==> src/rtl/rpr_pkg.sv <==
package rpr_pkg;

   localparam int unsigned DEF_LINES     = 8;
   localparam int unsigned DEF_CASC_LINE = 2;

   // true when n is a power of two no smaller than two
   function automatic bit lines_ok(input int unsigned n);
      return (n >= 2) && ((n & (n - 1)) == 0);
   endfunction

   // result of one priority search
   typedef struct packed {
      logic       none;
      logic [7:0] idx;
   } search_t;

endpackage

==> src/rtl/rpr_find_first.sv <==
// Rotate a vector by the offset, then find the lowest set index.
module rpr_find_first #(
   parameter int unsigned LINES = rpr_pkg::DEF_LINES,
   localparam int unsigned IDX_W = $clog2(LINES)
) (
   input  logic [LINES-1:0] vec,
   input  logic [IDX_W-1:0] ofs,
   output logic [IDX_W-1:0] idx,
   output logic             none
);

   logic [LINES-1:0] rot;

   for (genvar p = 0; p < LINES; p++) begin : g_rot
      logic [IDX_W-1:0] phys;
      assign phys   = IDX_W'(p) + ofs;   // wraps mod LINES
      assign rot[p] = vec[phys];
   end

   always_comb begin
      idx = '0;
      for (int p = LINES - 1; p >= 0; p--) begin
         if (rot[p]) idx = IDX_W'(p);
      end
   end

   assign none = (rot == '0);

endmodule

==> src/rtl/rpr_select.sv <==
// Combinational arbitration between candidates and in-service level.
module rpr_select #(
   parameter int unsigned LINES     = rpr_pkg::DEF_LINES,
   parameter bit          CASC_EN   = 1'b1,
   parameter int unsigned CASC_LINE = rpr_pkg::DEF_CASC_LINE,
   localparam int unsigned IDX_W = $clog2(LINES)
) (
   input  logic [LINES-1:0] req_pend,
   input  logic [LINES-1:0] req_mask,
   input  logic [LINES-1:0] in_service,
   input  logic             nested_master,
   input  logic [IDX_W-1:0] ofs,
   output logic             sel_valid,
   output logic [IDX_W-1:0] sel_line
);

   logic [LINES-1:0] cand;
   logic [LINES-1:0] isr_eff;
   logic [IDX_W-1:0] req_idx, isr_idx;
   logic             req_none, isr_none;

   assign cand = req_pend & ~req_mask;

   if (CASC_EN) begin : g_casc
      logic [LINES-1:0] drop;
      assign drop    = nested_master ? (LINES'(1) << CASC_LINE) : '0;
      assign isr_eff = in_service & ~drop;
   end else begin : g_nocasc
      assign isr_eff = in_service;
   end

   rpr_find_first #(.LINES(LINES)) u_req (
      .vec (cand),
      .ofs (ofs),
      .idx (req_idx),
      .none(req_none)
   );

   rpr_find_first #(.LINES(LINES)) u_isr (
      .vec (isr_eff),
      .ofs (ofs),
      .idx (isr_idx),
      .none(isr_none)
   );

   assign sel_valid = !req_none && (isr_none || (req_idx < isr_idx));
   assign sel_line  = req_idx + ofs;

endmodule

==> src/rtl/rpr_offset_reg.sv <==
// Holds the rotation offset; loads from a write port.
module rpr_offset_reg #(
   parameter int unsigned IDX_W = 3
) (
   input  logic             clk,
   input  logic             rst_n,
   input  logic             ofs_load,
   input  logic [IDX_W-1:0] ofs_value,
   output logic [IDX_W-1:0] ofs_q
);

   always_ff @(posedge clk) begin
      if (!rst_n)        ofs_q <= '0;
      else if (ofs_load) ofs_q <= ofs_value;
   end

   assert_ofs_load_R8: assert property (@(posedge clk) disable iff (!rst_n)
      ofs_load |=> ofs_q == $past(ofs_value));

   assert_ofs_hold_R8: assert property (@(posedge clk) disable iff (!rst_n)
      !ofs_load |=> $stable(ofs_q));

   assert_ofs_reset_R1: assert property (@(posedge clk)
      !rst_n |=> ofs_q == '0);

endmodule

==> src/rtl/rotating_priority_resolver.sv <==
module rotating_priority_resolver #(
   parameter int unsigned LINES     = rpr_pkg::DEF_LINES,
   parameter bit          CASC_EN   = 1'b1,
   parameter int unsigned CASC_LINE = rpr_pkg::DEF_CASC_LINE,
   parameter bit          OUT_REG   = 1'b1,
   localparam int unsigned IDX_W = $clog2(LINES)
) (
   input  logic             clk,
   input  logic             rst_n,
   input  logic [LINES-1:0] req_pend,
   input  logic [LINES-1:0] req_mask,
   input  logic [LINES-1:0] in_service,
   input  logic             nested_master,
   input  logic             ofs_load,
   input  logic [IDX_W-1:0] ofs_value,
   output logic             int_valid,
   output logic [IDX_W-1:0] int_line
);

   if (!rpr_pkg::lines_ok(LINES)) begin : g_bad_lines
      $error("LINES must be a power of two and at least 2");
   end
   if (CASC_EN && (CASC_LINE >= LINES)) begin : g_bad_casc
      $error("CASC_LINE must name an existing line");
   end

   logic [IDX_W-1:0] ofs_q;
   logic             sel_valid;
   logic [IDX_W-1:0] sel_line;

   rpr_offset_reg #(.IDX_W(IDX_W)) u_ofs (
      .clk      (clk),
      .rst_n    (rst_n),
      .ofs_load (ofs_load),
      .ofs_value(ofs_value),
      .ofs_q    (ofs_q)
   );

   rpr_select #(
      .LINES    (LINES),
      .CASC_EN  (CASC_EN),
      .CASC_LINE(CASC_LINE)
   ) u_sel (
      .req_pend     (req_pend),
      .req_mask     (req_mask),
      .in_service   (in_service),
      .nested_master(nested_master),
      .ofs          (ofs_q),
      .sel_valid    (sel_valid),
      .sel_line     (sel_line)
   );

   if (OUT_REG) begin : g_reg
      always_ff @(posedge clk) begin
         if (!rst_n) begin
            int_valid <= 1'b0;
            int_line  <= '0;
         end else begin
            int_valid <= sel_valid;
            int_line  <= sel_line;
         end
      end

      assert_reset_quiet_R1: assert property (@(posedge clk)
         !rst_n |=> !int_valid);
   end else begin : g_comb
      assign int_valid = sel_valid;
      assign int_line  = sel_line;
   end

   // effective in-service set as seen by the comparison
   logic [LINES-1:0] chk_drop;
   assign chk_drop = (CASC_EN && nested_master) ? (LINES'(1) << CASC_LINE) : '0;

   assert_winner_unmasked_R2: assert property (@(posedge clk) disable iff (!rst_n)
      sel_valid |-> (req_pend[sel_line] && !req_mask[sel_line]));

   assert_idle_no_cand_R3: assert property (@(posedge clk) disable iff (!rst_n)
      ((req_pend & ~req_mask) == '0) |-> !sel_valid);

   assert_strict_above_isr_R5: assert property (@(posedge clk) disable iff (!rst_n)
      sel_valid |-> !(in_service[sel_line] && !chk_drop[sel_line]));

   assert_free_when_idle_R6: assert property (@(posedge clk) disable iff (!rst_n)
      ((in_service & ~chk_drop) == '0) |-> (sel_valid == ((req_pend & ~req_mask) != '0)));

   if (CASC_EN) begin : g_casc_chk
      assert_cascade_ignored_R7: assert property (@(posedge clk) disable iff (!rst_n)
         (nested_master && in_service == (LINES'(1) << CASC_LINE)
          && ((req_pend & ~req_mask) != '0)) |-> sel_valid);
   end

endmodule

==> config.mk <==
export PLATFORM = sky130hd
export DESIGN_NAME = rotating_priority_resolver
export DESIGN_NICKNAME = d
export VERILOG_FILES = /design/src/rtl/rpr_pkg.sv /design/src/rtl/rpr_find_first.sv /design/src/rtl/rpr_select.sv /design/src/rtl/rpr_offset_reg.sv /design/src/rtl/rotating_priority_resolver.sv
export SDC_FILE = /design/constraint.sdc
export NUM_CORES = 1
export LEC_CHECK = 0
export ABC_AREA = 0
export BUFFER_PORTS_ARGS = -buffer_cell sky130_fd_sc_hd__buf_2
export CORE_AREA = 2 2 60 62
export DETAILED_ROUTE_END_ITERATION = 6
export DIE_AREA = 0 0 62 64
export PLACE_DENSITY = 0.67
export SETUP_SLACK_MARGIN = 0.1
export SYNTH_ARGS = -nofsm -noshare
export SYNTH_HDL_FRONTEND = slang
export SYNTH_SLANG_ARGS = --single-unit
==> constraint.sdc <==
create_clock -name clk -period 4.65 [get_ports clk]
set_clock_uncertainty 0.1 [all_clocks]
set_input_delay 0.2325 -clock clk [delete_from_list [all_inputs] [get_ports clk]]
set_output_delay 0.2325 -clock clk [all_outputs]
set_load 0.02 [all_outputs]
==> impl_results.md <==
* Part of the power in registers at 0.219
* Vias after detailed routing at 1377
* FF-to-FF Start: u_ofs.ofs_q[1]
* Drt total wl at between 3 and 4 mm
* Setup Total Neg Slack at 0 ps
* Num rows at 21
* Number of buffers added on ports at 34
* Max Cap Violations at 0
* Fin crit share at 0.861
* # setup viols final at 0
* CTS tree: done
* Sw Pwr at about 0.15 mW
* Final Util at 0.496
* Post-CTS Hold Buffers at 0
* Antenna violation net count after detailed routing at 0
* Min Tclk post-route at around 4000 ps
* Most common cell after layout, fill and taps aside: buf_2
* Yosys reg bits at 7
* Die H at around 64 microns
* DRC viols at 0
* Clock latency on the worst-skew pair at approximately 250 ps
* Arr. time, crit path at roughly 4100 ps
* Leak at approximately 0.64 nW
* Combinational group share of total power at 0.623
* Setup Buffers After CTS at 0
* GP Congestion at around 0.95
* Total grt overflow at 0
* Internal power at roughly 0.21 mW
* Fin. Hold Viols at 0
* Post-DP HPWL at slightly below 3 mm
* Critical Path Sink Type: register
* Status: completed
* EDFF count, synth at 0
* Least-Margin Pin Slew at around 710 ps
* Hold Crit Class: primary input to register
* Switch share at 0.415
* Post-Layout Inst Area at between 1500 and 2000 sq um
* Share of layout cells above drive strength 1 at 0.358
* CTS Buf Count at 3
* Nets at 210
* Core box area at approximately 3300 sq um
* Setup CP Type: register to register
* Cts repair resizes at 0
* Critical Path Start: u_ofs.ofs_q[1]
* Clock Sinks at 7
* Synthesized instance count at ~140
* First-pass GRT wire length at a little over 6 mm
* Critical path data required time at 4700 ps
* Initial antenna violation count at 0
* Worst-path maximum fanout at 16
* Die Wd at around 62 microns
* Hold Path Origin: ofs_value[2]
* Cell variety after synth at 52
* Max Freq at approximately 250 MHz
* Avg Inst Size Synth at roughly 10 sq um
* Drt first pass iters at 4
* Max Slew Vio Count at 0
* Num ports at 35
* Area post-placement at about 1600 sq um
* Maximum VDD drop at slightly above 0.07 mV
* Ys async rst share at 0
* Post-Syn Area at between 1000 and 1500 sq um
* Gr usage total at 0.203
* Ys Warns at 0
* Die area at 3970 sq um
* Area Growth Syn to Fin at 14.3%
* Clk root buf: clkbuf_4
* Sequential area share after synthesis at 0.0983
* Startpoint Class: register
* DR iter-0 viols at 37
* Largest net degree at the start of global routing at 29
* Clock share of power at 0.158
* Synth Flop Type: dfxtp_1
* Most frequent cells in the layout: buf_2, mux4_2, nand2b_1, and2_1, mux2i_1
* Relative slew margins at 0.520
* Initial Utilization at 0.434
* RSZ-0062 raised after global routing: no
* Max clock buf depth at 2
* Vias in the first global route at 1403
* Vias per cell at 6.29
* Pwr dens at 222 nW/um^2
* Ant diodes at 0
* Mean routed wirelength per cell at around 17 microns
* Syn Nets at ~180
* Htree depth at 1
* Clock-pin slew on the worst setup and hold paths at around 60 ps
-- per-stage QoR --
| step | hold slack, ps | setup WS [ps] | total power [mW] | instances |
|---|---|---|---|---|
| finish | 140 | 646 | 0.362 | 219 |
| global route | 142 | 369 | 0.390 | 219 |
| CTS | 132 | 681 | 0.363 | 219 |
| detailed placement | 397 | 682 | 0.302 | 215 |
| global placement | 388 | 839 | 0.296 | 215 |
| floorplan | 254 | 1320 | 0.250 | 141 |
-- kinds of logic after synthesis --
group,after synthesis,share of synthesized area
AND/OR/NAND/NOR,50,0.254
AO/OA/AOI/OAI,36,0.203
multiplexers,25,0.303
flip-flops,7,0.0983
adder cells (fa/ha/maj),5,0.0439
XOR/XNOR,5,0.0404
buffers and inverters,13,0.0579
-- final cells by class --
type | count | area [sq um]
flip-flops and latches | 7 | 140
repair buffers | 35 | 178
multi-input cells | 121 | 1200
clock buffers | 4 | 26.3
well taps | 46 | 57.6
fillers | 311 | 1660
inverters | 6 | 25.0
-- final timing paths --
kind	cells after the start	to	slack [ps]
hold reg to reg	2	u_ofs.ofs_q[2]	680
setup reg to reg	11	int_line[2]	650
hold / removal	3	u_ofs.ofs_q[2]	140
setup / recovery	11	int_line[2]	650
-- power groups by stage --
stage / combinational [mW] / sequential, mW / clock, mW
floorplan: 0.163 / 0.0861 / 0
global placement: 0.216 / 0.0795 / 0
detailed placement: 0.222 / 0.0799 / 0
CTS: 0.223 / 0.0792 / 0.0599
global route: 0.244 / 0.0810 / 0.0650
finish: 0.225 / 0.0791 / 0.0571
-- layer usage --
metal | part of all wire | global-route usage | wire, microns | vias up
met2 | 0.52 | 0.337 | 1900 | 51
met1 | 0.41 | 0.256 | 1500 | 671
met5 | 0 | 0 | 0 | -
met3 | 0.051 | 0.0364 | 187 | 6
met4 | 0.019 | 0.0691 | 70 | 0
li1 | - | - | - | 649
-- registers in the layout (all words and copies together), names as in the netlist --
register / cells
int_valid: 1
int_line: 3
u_ofs.ofs_q: 3
-- synth_stat cells (2+ instances only) --
library cell	instances	area, sq um
nor4bb_1	4	40.0
o211ai_1	2	15.0
nand3b_1	4	30.0
inv_1	4	15.0
mux2_2	2	22.5
a221oi_1	2	17.5
nor4b_1	2	17.5
a2111oi_2	2	30.0
o2111ai_1	4	35.0
a31oi_1	2	12.5
buf_6	4	45.0
o21ai_0	7	35.0
xnor2_1	3	26.3
mux4_2	13	293
dfxtp_1	7	140
nor4_2	2	25.0
nand4_1	2	12.5
nor2b_1	4	25.0
clkbuf_1	2	7.51
nand2b_1	10	62.6
nand2_1	3	11.3
and2_1	10	62.6
mux2i_1	9	90.1
and4b_1	2	20.0
ha_1	5	62.6
o21a_1	4	30.0
-- critical path, cell delays in order (launching register included) --
cell and delay, ps:
dfxtp_1 690, inv_1 290, ha_1 300, xor2_1 340
mux4_2 600, a311oi_2 370, and2_1 220, xnor2_1 80
ha_1 200, a31oi_1 220, xnor3_1 340, and2_1 160
Note: power is estimated with default switching activity, not from simulation.
